### src/rtl/regboot_pkg.sv
package regboot_pkg;

  localparam int unsigned ENTRY_W = 64;
  localparam int unsigned AW      = 32;
  localparam int unsigned DW      = 32;
  localparam int unsigned SW      = DW / 8;

  typedef enum logic [1:0] {
    ST_IDLE   = 2'd0,
    ST_SETUP  = 2'd1,
    ST_ACCESS = 2'd2,
    ST_DONE   = 2'd3
  } seq_state_e;

  typedef struct packed {
    logic [AW-1:0] addr;
    logic [DW-1:0] data;
  } init_entry_t;

  // upper half is the target address, lower half the payload
  function automatic init_entry_t split_entry(input logic [ENTRY_W-1:0] raw);
    init_entry_t e;
    e.addr = raw[ENTRY_W-1 -: AW];
    e.data = raw[DW-1:0];
    return e;
  endfunction

endpackage

### src/rtl/regboot_table.sv
module regboot_table
  import regboot_pkg::*;
#(
  parameter int unsigned ENTRY_COUNT = 4,
  parameter int unsigned IDX_W       = 2,
  parameter int unsigned TBL_W       = 256,
  parameter logic [TBL_W-1:0] INIT_TABLE = '0
) (
  input  logic [IDX_W-1:0] idx,
  output init_entry_t      entry
);

  generate
    if (ENTRY_COUNT == 0) begin : g_empty
      assign entry = '0;
    end else begin : g_rom
      init_entry_t rows [ENTRY_COUNT];
      for (genvar i = 0; i < ENTRY_COUNT; i++) begin : g_row
        assign rows[i] = split_entry(INIT_TABLE[i*ENTRY_W +: ENTRY_W]);
      end
      always_comb begin
        entry = '0;
        for (int j = 0; j < ENTRY_COUNT; j++) begin
          if (idx == IDX_W'(j)) entry = rows[j];
        end
      end
    end
  endgenerate

endmodule

### src/rtl/regboot_cursor.sv
module regboot_cursor #(
  parameter int unsigned ENTRY_COUNT = 4,
  parameter int unsigned IDX_W       = 2
) (
  input  logic             clk,
  input  logic             rst_n,
  input  logic             advance,
  output logic [IDX_W-1:0] idx,
  output logic             is_last
);

  logic [IDX_W-1:0] idx_q;

  always_ff @(posedge clk) begin
    if (!rst_n)       idx_q <= '0;
    else if (advance) idx_q <= idx_q + 1'b1;
  end

  assign idx = idx_q;

  generate
    if (ENTRY_COUNT == 0) begin : g_none
      assign is_last = 1'b1;
    end else begin : g_cmp
      localparam logic [IDX_W-1:0] LAST_IDX = IDX_W'(ENTRY_COUNT - 1);
      assign is_last = (idx_q == LAST_IDX);
    end
  endgenerate

endmodule

### src/rtl/regboot_apb_fsm.sv
module regboot_apb_fsm
  import regboot_pkg::*;
#(
  parameter bit EMPTY_TABLE = 1'b0
) (
  input  logic clk,
  input  logic rst_n,
  input  logic is_last,
  input  logic pready,
  input  logic pslverr,
  output logic advance,
  output logic psel,
  output logic penable,
  output logic done,
  output logic err
);

  seq_state_e state_q, state_d;
  logic       err_q;
  logic       xfer_end;

  assign xfer_end = (state_q == ST_ACCESS) && pready;

  always_comb begin
    state_d = state_q;
    unique case (state_q)
      ST_IDLE:   state_d = EMPTY_TABLE ? ST_DONE : ST_SETUP;
      ST_SETUP:  state_d = ST_ACCESS;
      ST_ACCESS: if (pready) state_d = is_last ? ST_DONE : ST_SETUP;
      ST_DONE:   state_d = ST_DONE;
      default:   state_d = ST_IDLE;
    endcase
  end

  always_ff @(posedge clk) begin
    if (!rst_n) begin
      state_q <= ST_IDLE;
      err_q   <= 1'b0;
    end else begin
      state_q <= state_d;
      if (xfer_end && pslverr) err_q <= 1'b1;
    end
  end

  assign advance = xfer_end && !is_last;
  assign psel    = (state_q == ST_SETUP) || (state_q == ST_ACCESS);
  assign penable = (state_q == ST_ACCESS);
  assign done    = (state_q == ST_DONE);
  assign err     = err_q;

endmodule

### src/rtl/regboot_seq_top.sv
module regboot_seq_top
  import regboot_pkg::*;
#(
  parameter int unsigned ENTRY_COUNT = 4,
  parameter int unsigned TBL_W = (ENTRY_COUNT == 0) ? ENTRY_W : ENTRY_COUNT * ENTRY_W,
  parameter logic [TBL_W-1:0] INIT_TABLE = {
    64'h1000_0100_0000_0003,
    64'h1000_0040_DEAD_BEEF,
    64'h2000_0004_0000_0001,
    64'h1000_0020_0000_00FF
  }
) (
  input  logic          pclk,
  input  logic          presetn,
  output logic [AW-1:0] paddr,
  output logic          psel,
  output logic          penable,
  output logic          pwrite,
  output logic [DW-1:0] pwdata,
  output logic [SW-1:0] pstrb,
  input  logic          pready,
  input  logic          pslverr,
  output logic          init_done,
  output logic          init_err
);

  localparam int unsigned IDX_W = (ENTRY_COUNT <= 1) ? 1 : $clog2(ENTRY_COUNT);
  localparam bit EMPTY = (ENTRY_COUNT == 0);

  logic [IDX_W-1:0] idx;
  logic             is_last;
  logic             advance;
  init_entry_t      cur;

  regboot_cursor #(
    .ENTRY_COUNT (ENTRY_COUNT),
    .IDX_W       (IDX_W)
  ) u_cursor (
    .clk     (pclk),
    .rst_n   (presetn),
    .advance (advance),
    .idx     (idx),
    .is_last (is_last)
  );

  regboot_table #(
    .ENTRY_COUNT (ENTRY_COUNT),
    .IDX_W       (IDX_W),
    .TBL_W       (TBL_W),
    .INIT_TABLE  (INIT_TABLE)
  ) u_table (
    .idx   (idx),
    .entry (cur)
  );

  regboot_apb_fsm #(
    .EMPTY_TABLE (EMPTY)
  ) u_fsm (
    .clk     (pclk),
    .rst_n   (presetn),
    .is_last (is_last),
    .pready  (pready),
    .pslverr (pslverr),
    .advance (advance),
    .psel    (psel),
    .penable (penable),
    .done    (init_done),
    .err     (init_err)
  );

  assign paddr  = cur.addr;
  assign pwdata = cur.data;
  assign pwrite = 1'b1;
  assign pstrb  = '1;

endmodule

### config.mk
export PLATFORM = sky130hd
export DESIGN_NAME = regboot_seq_top
export DESIGN_NICKNAME = d
export VERILOG_FILES = /design/src/rtl/regboot_pkg.sv /design/src/rtl/regboot_table.sv /design/src/rtl/regboot_cursor.sv /design/src/rtl/regboot_apb_fsm.sv /design/src/rtl/regboot_seq_top.sv
export SDC_FILE = /design/constraint.sdc
export NUM_CORES = 1
export LEC_CHECK = 0
export ABC_AREA = 1
export BUFFER_PORTS_ARGS = -buffer_cell sky130_fd_sc_hd__buf_2
export CAP_MARGIN = 40
export CORE_MARGIN = 2
export CORE_UTILIZATION = 38
export CTS_CLUSTER_DIAMETER = 80
export DETAILED_ROUTE_END_ITERATION = 10
export GPL_TIMING_DRIVEN = 0
export HOLD_SLACK_MARGIN = 0.06
export PLACE_DENSITY = 0.89
export SYNTH_ARGS = -nofsm -noshare
export SYNTH_HDL_FRONTEND = slang
export SYNTH_SLANG_ARGS = --single-unit
export TNS_END_PERCENT = 50
### constraint.sdc
create_clock -name pclk -period 1.4 [get_ports pclk]
set_input_delay 0.28 -clock pclk [delete_from_list [all_inputs] [get_ports pclk]]
set_output_delay 0.28 -clock pclk [all_outputs]
set_load 0.01 [all_outputs]
Yosys cells after proc, flatten, opt, wreduce, memory -nomap -nowiden --
Cells that the tools add are included.
Word-level totals: memory bits (read-only) 0, register bits 5, RAM bits 0, memories 0, bits in latches 0
Cells by class: shift operators 0, multiply operators 0, divide/modulo/power cells 0, equality and inequality tests 7, muxes and demuxes 7, magnitude comparators 0, bitwise operators 0, add/subtract/negate cells 1, reduce and logical (&&, ||, !) cells 7
Operators by type and width (count):
- 62-bit two-way mux | 3
- 61-bit two-way mux | 1
- 2-bit == test, second input constant | 4
- 2-bit case mux with 4 select lines | 1
- 2-bit by 1-bit == test with 1-bit output, second input constant | 2
- 2-bit zero test | 2
- 2-bit two-way mux | 2
- 1-bit logical AND | 3
- 2-bit by 1-bit adder with 2-bit output, second input constant | 1
- 2-bit by 1-bit != test with 1-bit output, second input constant | 1
- 1-bit zero test | 1
- 1-bit logical OR | 1

Longest topological paths before layout --
Gate-level depths: netlist (run 1).
word-level depth 5, mapped depth 7, gate-level depth less buffers 7

Hierarchy --
A second synthesis (run 1) with hierarchy kept.
Second synthesis, totals: cell total of the unflattened synthesis 116, area total of the unflattened synthesis 804.5 µm²
By module, submodules not included:
- regboot_table | times used 1, sequential area each 0.0 µm², area an instance 475.5 µm², cells an instance 68
- regboot_apb_fsm | times used 1, sequential area each 60.1 µm², area an instance 201.4 µm², cells an instance 30
- regboot_cursor | times used 1, sequential area each 40.0 µm², area an instance 86.3 µm², cells an instance 12
- regboot_seq_top | times used 1, sequential area each 0.0 µm², area an instance 41.3 µm², cells an instance 6

Worst setup path after synthesis (run 1) --
OpenSTA, ideal clock, no wires.
kind flip-flop to output port, from register u_cursor.idx_q[0], in the netlist u_cursor.idx[0], to output pwdata[3], slack -0.090 ns, cell stages (with the launch flop) 6, data arrival time 1.210 ns, path through dfxtp_1 inv_1 ha_1 nor2_1 nor2_1 buf_4
Between the ends: word-level cells in the longest chain between the ends 5
RTL lines:
- start: declaration | line regboot_cursor.sv:12 | logic [IDX_W-1:0] idx_q;
- start signal: assignment | line regboot_cursor.sv:16 | else if (advance) idx_q <= idx_q + 1'b1;
- 2-bit zero test | line regboot_table.sv:24 | if (idx == IDX_W'(j)) entry = rows[j];
- 61-bit two-way mux | line regboot_table.sv:24
- 62-bit two-way mux (2 in series) | line regboot_table.sv:24
- 62-bit two-way mux * | line regboot_table.sv:24
- end: declaration | line regboot_seq_top.sv:19 | output logic [DW-1:0] pwdata,
Every way passes the cells marked *; elsewhere a longest branch is shown, timed or not.

Worst setup path in the final report (run 1) --
from register u_cursor.idx_q[0], in the netlist u_cursor.idx[0], to output pwdata[6]
The elaborated chain is that of the path after synthesis.

==> impl_metrics.csv, run 1 <==
group,metric,value,unit
synthesis,yosys-top-cells-area,"buf_4, ha_1, dfxtp_1",
synthesis,syn_area,882,µm²
cts,cts.sinks,5,
global_route,grt_overflow_total,0,
detailed_routing,drc_errors,0,
synthesis,synthXorXnorAreaFrac,0,%
hold_path,min_from,"presetn",
timing,rsz0062_at_grt,"true",
cells_and_area,final_area,1490,µm²
pwr,power.leakage,0.000944,µW
synthesis,synthMuxAreaShare,0,%
cells_and_area,seq_area,113,µm²
floorplanning,core_area,2210,µm²
detailed_routing,route.final.wire_length,1750,µm
job,drv_cap,0,
global_route,grt_pass1_vias,613,
cells_and_area,nets,220,
synthesis,yosysTopAreaCell,"buf_4",
synthesis,synth_top_family_by_area,"buffers and inverters",
pwr,power_density,612,nW/µm²
synthesis,synth_compound_area_share,0.851,%
floorplanning,num_rows,17,
detailed_routing,via_per_inst,3.33,
timing,post-route-period-util,110,%
pwr,p_comb_share,60.8,%
timing,fmax,0.650,GHz
global_route,grt_max_degree,19,
floorplanning,fp.dieW,52.2,µm
placement,globalplace.congestion,0.689,
status,failed_checks,"negative setup slack",
timing,maxSlewViolCount,0,
synthesis,synth_top_area_share,53.6,%
detailed_routing,ant_nets,0,
setup_path,crit_type,"flip-flop to output pin",
cells_and_area,synthToLayoutAreaGrowth,68.9,%
cells_and_area,multi_input_area,499,µm²
pwr,ir_drop,0.448,mV
pwr,p_sw,337,µW
setup_path,slowest_delay,0.38,ns
placement,dp_hpwl,1290,µm
pwr,swShare,37.0,%
setup_path,critPathCaptureType,"output pin",
global_route,grt_pass1_wl,2490,µm
floorplanning,die_y,52.2,µm
synthesis,synth_cell_types,13,
cts,cts_max_path_buffers,2,
synthesis,synth_area_per_cell,7.35,µm²
floorplanning,initial_core_util,39.9,%
timing,setup_violations,28,
setup_path,r2r_start,"u_fsm.state_q[0]$_SDFFE_PN0P_",
cts,cts-buffers-inserted,3,
timing,post-route-min-period,1.54,ns
setup_path,crit_start,"u_cursor.idx[0]$_SDFFE_PN0P_",
global_route,grt_use_total,12.1,%
cells_and_area,drive_above_1_share,66.2,%
detailed_routing,firstDrtPassIters,3,
floorplanning,dieArea,2720,µm²
timing,fin_skew,0.000685,ns
detailed_routing,drt-initial-drc-count,3,
synthesis,synthAdderAreaFrac,15.6,%
timing,hold_violations,0,
setup_path,path_cells,"inv_6, ha_4, nor2_4, nor2_4, buf_4, buf_6",
placement,post-place-ws,-0.137,ns
cts,clkLatencyLatePin,0.25,ns
pwr,clock_power_share,19.0,%
cts,clk_pin_slew,0.05,ns
cts,htree_levels,1,
placement,io_buffer_count,38,
detailed_routing,vias,772,
hold_path,hp-class,"primary input to flip-flop",
setup_path,cp_data_required_time,1.12,ns
timing,finalWorstSetupSlack,-0.138,ns
status,status,"finished, violations left",
global_route,grt_antenna_before_repair,0,
synthesis,ys_ff_latch,5,
cts,cts_tree,"done",
setup_path,rrSetupSlack,0.34,ns
synthesis,yosysWarnings,0,
synthesis,yosys.area_share.simple,13.5,%
setup_path,crit_top_cell,"nor2_4",
pwr,sequentialPowerShare,20.2,%
placement,placed_cell_area,1250,µm²
setup_path,start_kind,"flip-flop",
setup_path,crit_fanout,5,
floorplanning,ios,77,
setup_path,cp_slowest_cell,"dfxtp_4",
setup_path,crit_arrival,1.26,ns
cells_and_area,num-fill-cells,190,
timing,timing.setup.tns,-2.82,ns
cts,clockRootBuffer,"clkbuf_4",
synthesis,synthCells,120,
synthesis,ys_seq_area_share,11.3,%
pwr,internal-power,574,µW
detailed_routing,routedWlPerCell,7.55,µm
cells_and_area,num_antenna_cells,0,
cts,holdBufCountCts,0,
==> power groups by stage <==
stage,clock network (µW),logic [µW],registers [µW]
2_1_floorplan,0,338,174
3_3_place_gp,0,430,177
3_5_place_dp,0,441,178
4_1_cts,181,526,181
5_1_grt,186,608,187
6_report,173,554,184
==> cells by family after synthesis <==
group / after synthesis
adder cells (fa/ha/maj): 11
other: 2
flip-flops: 5
AND/OR/NAND/NOR: 28
AO/OA/AOI/OAI: 1
buffers and inverters: 73
==> metal layers <==
metal  global-route usage (%)  vias up  routed length (µm)
met5                        0        -                   0
met4                     5.13        0                  16
met3                     2.29        2                 142
met2                     26.4       37                1040
met1                     10.1      312                 551
li1                         -      421                   -
==> path summary, 6_finish.rpt <==
| kind | endpoint | cells after the start |
|---|---|---|
| max | pwdata[6] | 6 |
| min | u_fsm.state_q[1]$_SDFFE_PN0P_ | 3 |
| max reg2reg | u_cursor.idx[0]$_SDFFE_PN0P_ | 7 |
| min reg2reg | u_fsm.err$_SDFFE_PN0P_ | 1 |
==> flip-flops by register name, summed over array words and instances, names as in the netlist <==
register and cells:
u_cursor.idx 2, u_fsm.state_q 2, u_fsm.err 1
==> through the flow <==
| stage | utilization [%] | cells | hold WS (ns) | total power [µW] |
|---|---|---|---|---|
| after floorplan | - | 156 | 0.397 | 512 |
| after global placement | 56.4 | 222 | 0.451 | 607 |
| after detailed placement | 56.4 | 222 | 0.454 | 619 |
| after CTS | 65.4 | 232 | 0.286 | 888 |
| after global routing | 67.4 | 232 | 0.316 | 981 |
| final | 67.4 | 232 | 0.295 | 912 |
==> layout by cell type, fill, tap and decap left out, types with 2 or more instances in the layout <==
| cell | Yosys | layout |
|---|---|---|
| buf_6 | 0 | 11 |
| conb_1 | 2 | 38 |
| nor2_1 | 12 | 10 |
| clkbuf_4 | 0 | 3 |
| ha_4 | 0 | 6 |
| ha_1 | 11 | 4 |
| inv_2 | 4 | 6 |
| dfxtp_4 | 0 | 3 |
| nor2_4 | 0 | 2 |
| buf_4 | 63 | 66 |
| nand2_1 | 12 | 12 |
| inv_4 | 0 | 2 |
| buf_2 | 0 | 30 |
==> synth_stat cells (all sizes together) <==
library cell	number
buf	63
nand2	14
nor2	13
ha	11
inv	10
dfxtp	5
conb	2
nand3	1
o21a	1
==> timing repair <==
action                                  4_1_cts  5_1_grt
pin swaps                                     4        5
gates resized for setup                      33        9
setup buffers                                 6        0
gates cloned                                  0        0
endpoints found under the setup margin       33       32
==> layout make-up <==
cell class / instances / share of cell area [%]
Tap cell: 28 / 2.35
Multi-Input combinational cell: 78 / 33.5
Timing Repair Buffer: 44 / 19.6
Buffer: 63 / 32.0
Sequential cell: 5 / 7.56
Inverter: 10 / 3.19
Clock buffer: 4 / 1.76
==> critical path, delay by kind of cell, from the launching register on <==
kind / cells / cell delay (ns)
DFF: 1 / 0.38
buffers and inverters: 3 / 0.30
and+or+nand+nor: 2 / 0.17
adders and majority gates: 1 / 0.16
Note: power is estimated with default switching activity, not from simulation.
==> run 2, diff against run 1 <==
--- a/config.mk
+++ b/config.mk
@@ -8,7 +8,7 @@
 export ABC_AREA = 1
 export BUFFER_PORTS_ARGS = -buffer_cell sky130_fd_sc_hd__buf_2
 export CAP_MARGIN = 40
-export CORE_MARGIN = 2
+export CORE_MARGIN = 8
 export CORE_UTILIZATION = 38
 export CTS_CLUSTER_DIAMETER = 80
 export DETAILED_ROUTE_END_ITERATION = 10
==> run 2 against run 1 <==
  * First-iteration DRC count rose to 6.0 times the previous value
  * Sequential cell count unchanged
  * Highest routed layer is now met3
  * Register-to-register slack worse by 0.02 ns
  * The flow still finishes with violations (negative setup slack)
  * Sequential share of layout area is 0.37 points lower
  * Critical path depth is 1 lower
  * Sequential power is essentially flat
  * Final area is 5.2% higher
  * Core utilization is 3.5 points higher
  * Total power increased by 3.0%
  * Cell count rose by 0.43%
==> impl_metrics.csv, run 2 (synthesized netlist as in run 1, its figures left out) <==
group,metric,value,unit
cells_and_area,final_common_cell,"buf_4",
timing,setup_violations,28,
setup_path,crit_fanout,9,
cells_and_area,seq_area,113,µm²
floorplanning,ios,77,
setup_path,crit_cells,5,
cells_and_area,multi_input_area,502,µm²
cts,cts_tree,"done",
cts,cts_max_path_buffers,2,
pwr,power,939,µW
status,status,"finished, violations left",
setup_path,crit_arrival,1.27,ns
cts,holdBufCountCts,0,
setup_path,r2r_start,"u_fsm.state_q[0]$_SDFFE_PN0P_",
hold_path,hp-class,"primary input to flip-flop",
global_route,grt_use_total,9.04,%
floorplanning,num_rows,17,
setup_path,crit_start,"u_cursor.idx[1]$_SDFFE_PN0P_",
hold_path,min_from,"presetn",
cells_and_area,nets,221,
timing,fmax,0.644,GHz
global_route,grt_pass1_vias,619,
floorplanning,dieArea,4120,µm²
setup_path,reg2reg_depth,7,
setup_path,crit_type,"flip-flop to output pin",
setup_path,crit_top_cell,"buf_6",
floorplanning,fp.dieW,64.2,µm
job,drv_cap,0,
cells_and_area,synthToLayoutAreaGrowth,77.7,%
detailed_routing,via_per_inst,3.28,
floorplanning,initial_core_util,39.9,%
setup_path,critPathCaptureType,"output pin",
setup_path,r2r-end,"u_cursor.idx[0]$_SDFFE_PN0P_",
floorplanning,core_area,2210,µm²
global_route,grt_max_degree,19,
cts,cts-buffers-inserted,3,
timing,fin_skew,0.00231,ns
cts,clockRootBuffer,"clkbuf_4",
timing,finalWorstSetupSlack,-0.152,ns
detailed_routing,drt-initial-drc-count,18,
pwr,ir_drop,0.502,mV
placement,globalplace.congestion,0.783,
setup_path,slowest_delay,0.36,ns
global_route,grt_pass1_wl,3070,µm
hold_path,holdPathStages,3,
timing,rsz0062_at_grt,"true",
placement,io_buffer_count,38,
setup_path,cp_num_buf_inv,4,
status,failed_checks,"negative setup slack",
timing,post-route-min-period,1.55,ns
timing,post-route-period-util,111,%
global_route,grt_overflow_total,0,
detailed_routing,routedWlPerCell,9.93,µm
cells_and_area,drive_above_1_share,66.3,%
cells_and_area,fin_cells,233,
pwr,power.leakage,0.000958,µW
placement,dp_hpwl,1790,µm
global_route,grt_antenna_before_repair,0,
detailed_routing,ant_nets,0,
timing,hold_violations,0,
setup_path,start_kind,"flip-flop",
cts,htree_levels,1,
placement,placed_cell_area,1250,µm²
cells_and_area,num_antenna_cells,0,
setup_path,rrSetupSlack,0.32,ns
timing,whs,0.296,ns
detailed_routing,route.final.wire_length,2310,µm
detailed_routing,vias,765,
setup_path,path_cells,"buf_6, ha_4, buf_6, buf_4, buf_2",
timing,maxSlewViolCount,0,
cts,cts.sinks,5,
cts,clk_pin_slew,0.04,ns
detailed_routing,drc_errors,0,
cells_and_area,num-fill-cells,172,
setup_path,cp_slowest_cell,"dfxtp_4",
timing,timing.setup.tns,-3.18,ns
cells_and_area,final_area,1570,µm²
floorplanning,die_y,64.2,µm
setup_path,path_delay_family,"buffers and inverters",
setup_path,cp_data_required_time,1.12,ns
placement,dp_cells,222,
detailed_routing,firstDrtPassIters,3,
pwr,power_density,599,nW/µm²
hold_path,worstHoldEndpoint,"u_fsm.state_q[1]$_SDFFE_PN0P_",
cts,clkLatencyLatePin,0.24,ns
cells_and_area,final_cell_mix,"buf_4, conb_1, buf_2",
## run 2: cell types whose count changed in the layout (fill, tap and decap cells not counted), sizes merged
| cell | change |
|---|---|
| buf | +1 |
## run 2: final cells by class
cell class | instances | area share (%)
timing repair buffer | 45 | 23.2
buffer | 63 | 30.6
clock buffer | 4 | 1.68
multi-input combinational | 78 | 32.0
tap | 28 | 2.23
inverter | 10 | 3.03
sequential | 5 | 7.18
## run 2: through the flow
stage	util, %	setup slack, ns
floorplan	-	0.00603
global placement	56.4	-0.124
detailed placement	56.4	-0.151
CTS	64.1	-0.127
global route	70.9	-0.197
finish	70.9	-0.152
## run 2: what timing repair did
action / in CTS / in global routing
gates resized for setup: 29 / 25
pin swaps: 4 / 4
setup endpoints to repair: 32 / 33
buffers inserted: 4 / 3
## run 2: power by group
group          internal [µW]  total (µW)  switching [µW]
clock network            108         164            56.5
logic                    331         592             261
registers                158         183            24.6
total                    596         939             342
## run 2: per-layer routing
metal  part of all wire [%]  wire length (µm)  vias to the layer above  global-route usage (%)
met1                     33               764                      305                    7.40
met2                     56              1290                       36                    17.2
met3                     11               262                        0                    5.57
met4                      0                 0                        0                    3.27
met5                      0                 0                        -                       0
li1                       -                 -                      424                       -
## run 2: worst max-delay path by stage
stage                  to
4_1_cts         pwdata[5]
3_3_place_gp    pwdata[7]
2_1_floorplan   pwdata[3]
3_5_place_dp    pwdata[5]
6_report        pwdata[9]
5_1_grt        pwdata[27]
## run 2: worst min-delay path, stage by stage
cell	delay, ns
buf_2	0.13
nand2_1	0.06
nor2_1	0.03
==> run 3, diff against run 2 <==
--- a/config.mk
+++ b/config.mk
@@ -8,13 +8,15 @@
 export ABC_AREA = 1
 export BUFFER_PORTS_ARGS = -buffer_cell sky130_fd_sc_hd__buf_2
 export CAP_MARGIN = 40
+export CELL_PAD_IN_SITES_DETAIL_PLACEMENT = 0
+export CELL_PAD_IN_SITES_GLOBAL_PLACEMENT = 1
 export CORE_MARGIN = 8
-export CORE_UTILIZATION = 38
+export CORE_UTILIZATION = 24
 export CTS_CLUSTER_DIAMETER = 80
 export DETAILED_ROUTE_END_ITERATION = 10
 export GPL_TIMING_DRIVEN = 0
 export HOLD_SLACK_MARGIN = 0.06
-export PLACE_DENSITY = 0.89
+export PLACE_DENSITY = 0.87
 export SYNTH_ARGS = -nofsm -noshare
 export SYNTH_HDL_FRONTEND = slang
 export SYNTH_SLANG_ARGS = --single-unit
==> run 3 against run 2 <==
  * The flow still finishes with violations (negative setup slack)
  * Via count down 0.78%
  * Hold slack better by 0.019 ns
  * Total power up 3.3%
==> impl_metrics.csv, run 3 (synthesized netlist as in run 1, its figures left out) <==
group,metric,value,unit
global_route,grt_antenna_before_repair,0,
timing,post-route-min-period,1.51,ns
detailed_routing,ant_nets,0,
floorplanning,dieArea,5870,µm²
global_route,grt_pass1_wl,3160,µm
pwr,p_comb_share,53.6,%
setup_path,slowest_delay,0.37,ns
hold_path,holdPathStages,3,
floorplanning,initial_core_util,24.5,%
setup_path,cp_data_required_time,1.12,ns
placement,globalplace.congestion,0.677,
detailed_routing,drc_errors,0,
cts,cts.sinks,5,
job,drv_cap,0,
global_route,gr-usage-met2,11.2,%
setup_path,crit_type,"flip-flop to output pin",
timing,hold_violations,0,
cells_and_area,drive_above_1_share,64.9,%
floorplanning,fp.dieW,76.6,µm
setup_path,path_cells,"inv_6, ha_4, nor2_4, nor2_4, buf_4, buf_6",
floorplanning,ios,77,
setup_path,cp_slowest_cell,"dfxtp_4",
global_route,grt_use_total,6.49,%
cells_and_area,nets,218,
setup_path,r2r_start,"u_fsm.state_q[1]$_SDFFE_PN0P_",
cells_and_area,fin_cells,250,
cts,clkLatencyLatePin,0.22,ns
timing,fin_skew,0.00202,ns
status,failed_checks,"negative setup slack",
pwr,ir_drop,0.504,mV
timing,setup_violations,27,
cts,cts_max_path_buffers,2,
status,status,"finished, violations left",
pwr,p_sw,334,µW
detailed_routing,routedWlPerCell,7.74,µm
setup_path,crit_start,"u_cursor.idx[0]$_SDFFE_PN0P_",
setup_path,reg2reg_depth,6,
cells_and_area,seq_area,111,µm²
cts,cts-buffers-inserted,3,
placement,post-place-ws,-0.170,ns
cts,htree_levels,1,
timing,post-route-period-util,108,%
floorplanning,die_y,76.6,µm
timing,rsz0062_at_grt,"true",
setup_path,crit_fanout,5,
global_route,grt_pass1_vias,666,
pwr,sequentialPowerShare,18.6,%
cts,clockRootBuffer,"clkbuf_8",
cells_and_area,num_antenna_cells,0,
timing,finalWorstSetupSlack,-0.111,ns
setup_path,critPathCaptureType,"output pin",
placement,dp_hpwl,1710,µm
detailed_routing,vias,759,
pwr,power.leakage,0.000928,µW
global_route,met3_usage,4.48,%
setup_path,crit_top_cell,"nor2_4",
hold_path,worstHoldEndpoint,"u_cursor.idx[1]$_SDFFE_PN0P_",
hold_path,min_from,"presetn",
cts,cts_tree,"done",
placement,io_buffer_count,38,
cells_and_area,multi_input_area,479,µm²
timing,fmax,0.662,GHz
detailed_routing,via_per_inst,3.04,
cells_and_area,num-fill-cells,381,
floorplanning,num_rows,22,
cells_and_area,final_cell_mix,"buf_4, conb_1, buf_2",
setup_path,start_kind,"flip-flop",
hold_path,hp-class,"primary input to flip-flop",
setup_path,rrSetupSlack,0.31,ns
placement,dp_cells,242,
global_route,grt_max_degree,19,
detailed_routing,firstDrtPassIters,2,
global_route,grt-busiest-layer,"met2",
global_route,use_met1,5.85,%
pwr,swShare,34.4,%
cells_and_area,final_common_cell,"buf_4",
pwr,internal-power,636,µW
pwr,power_density,660,nW/µm²
cts,clk_pin_slew,0.04,ns
setup_path,r2r-end,"u_cursor.idx[0]$_SDFFE_PN0P_",
detailed_routing,drt-initial-drc-count,1,
floorplanning,core_area,3610,µm²
detailed_routing,route.final.wire_length,1930,µm
timing,maxSlewViolCount,0,
global_route,grt_overflow_total,0,
pwr,clock_power_share,27.9,%
cells_and_area,synthToLayoutAreaGrowth,66.5,%
setup_path,crit_arrival,1.23,ns
-- run 3: worst max path at each step --
stage	endpoint	slack, ns	depth (start not counted)
after floorplan	pwdata[3]	0.006	5
after global routing	pwdata[28]	-0.15	4
after detailed placement	pwdata[5]	-0.17	6
final	pwdata[7]	-0.11	6
after CTS	pwdata[5]	-0.13	6
after global placement	pwdata[3]	-0.14	6
-- run 3: final cells by class --
type | instances | area share, %
multi-input combinational | 78 | 32.6
inverter | 10 | 3.07
buffer | 63 | 32.7
clock buffer | 4 | 3.07
timing repair buffer | 42 | 16.9
tap | 48 | 4.09
sequential | 5 | 7.58
-- run 3: layer usage --
layer  up-vias  routed length [µm]
met5         -                   0
met1       294                 722
met3         2                 269
met2        46                 916
met4         0                  27
li1        417                   -
-- run 3: critical path, delay by kind of cell, from the launching register on --
family / cells / cell delay, ns
flip-flops: 1 / 0.37
adder cells (fa/ha/maj): 1 / 0.16
buffers and inverters: 3 / 0.30
AND/OR/NAND/NOR: 2 / 0.17
-- run 3: power groups by stage --
stage	Sequential (µW)	Combinational, µW	Clock (µW)
2_1_floorplan	174	338	0
3_3_place_gp	177	442	0
3_5_place_dp	178	445	0
4_1_cts	177	508	284
5_1_grt	183	577	293
6_report	180	520	270
-- run 3: through the flow --
stage	TNS [ns]	instance area, µm²	hold slack [ns]	total power [µW]	util, %
finish	-2.07	1470	0.315	970	40.7
global route	-3.61	1470	0.320	1050	40.7
CTS	-2.56	1440	0.310	969	39.9
detailed placement	-1.65	1270	0.456	622	35.3
global placement	-1.14	1270	0.448	619	35.3
floorplan	0	1020	0.397	512	-
-- run 3: what timing repair did --
item                                    CTS  global route
endpoints found under the hold margin     0             0
pin swaps                                 3             2
setup buffers                             4             0
hold buffers                              0             0
resized for setup                        23             9
endpoints found under the setup margin   31            30
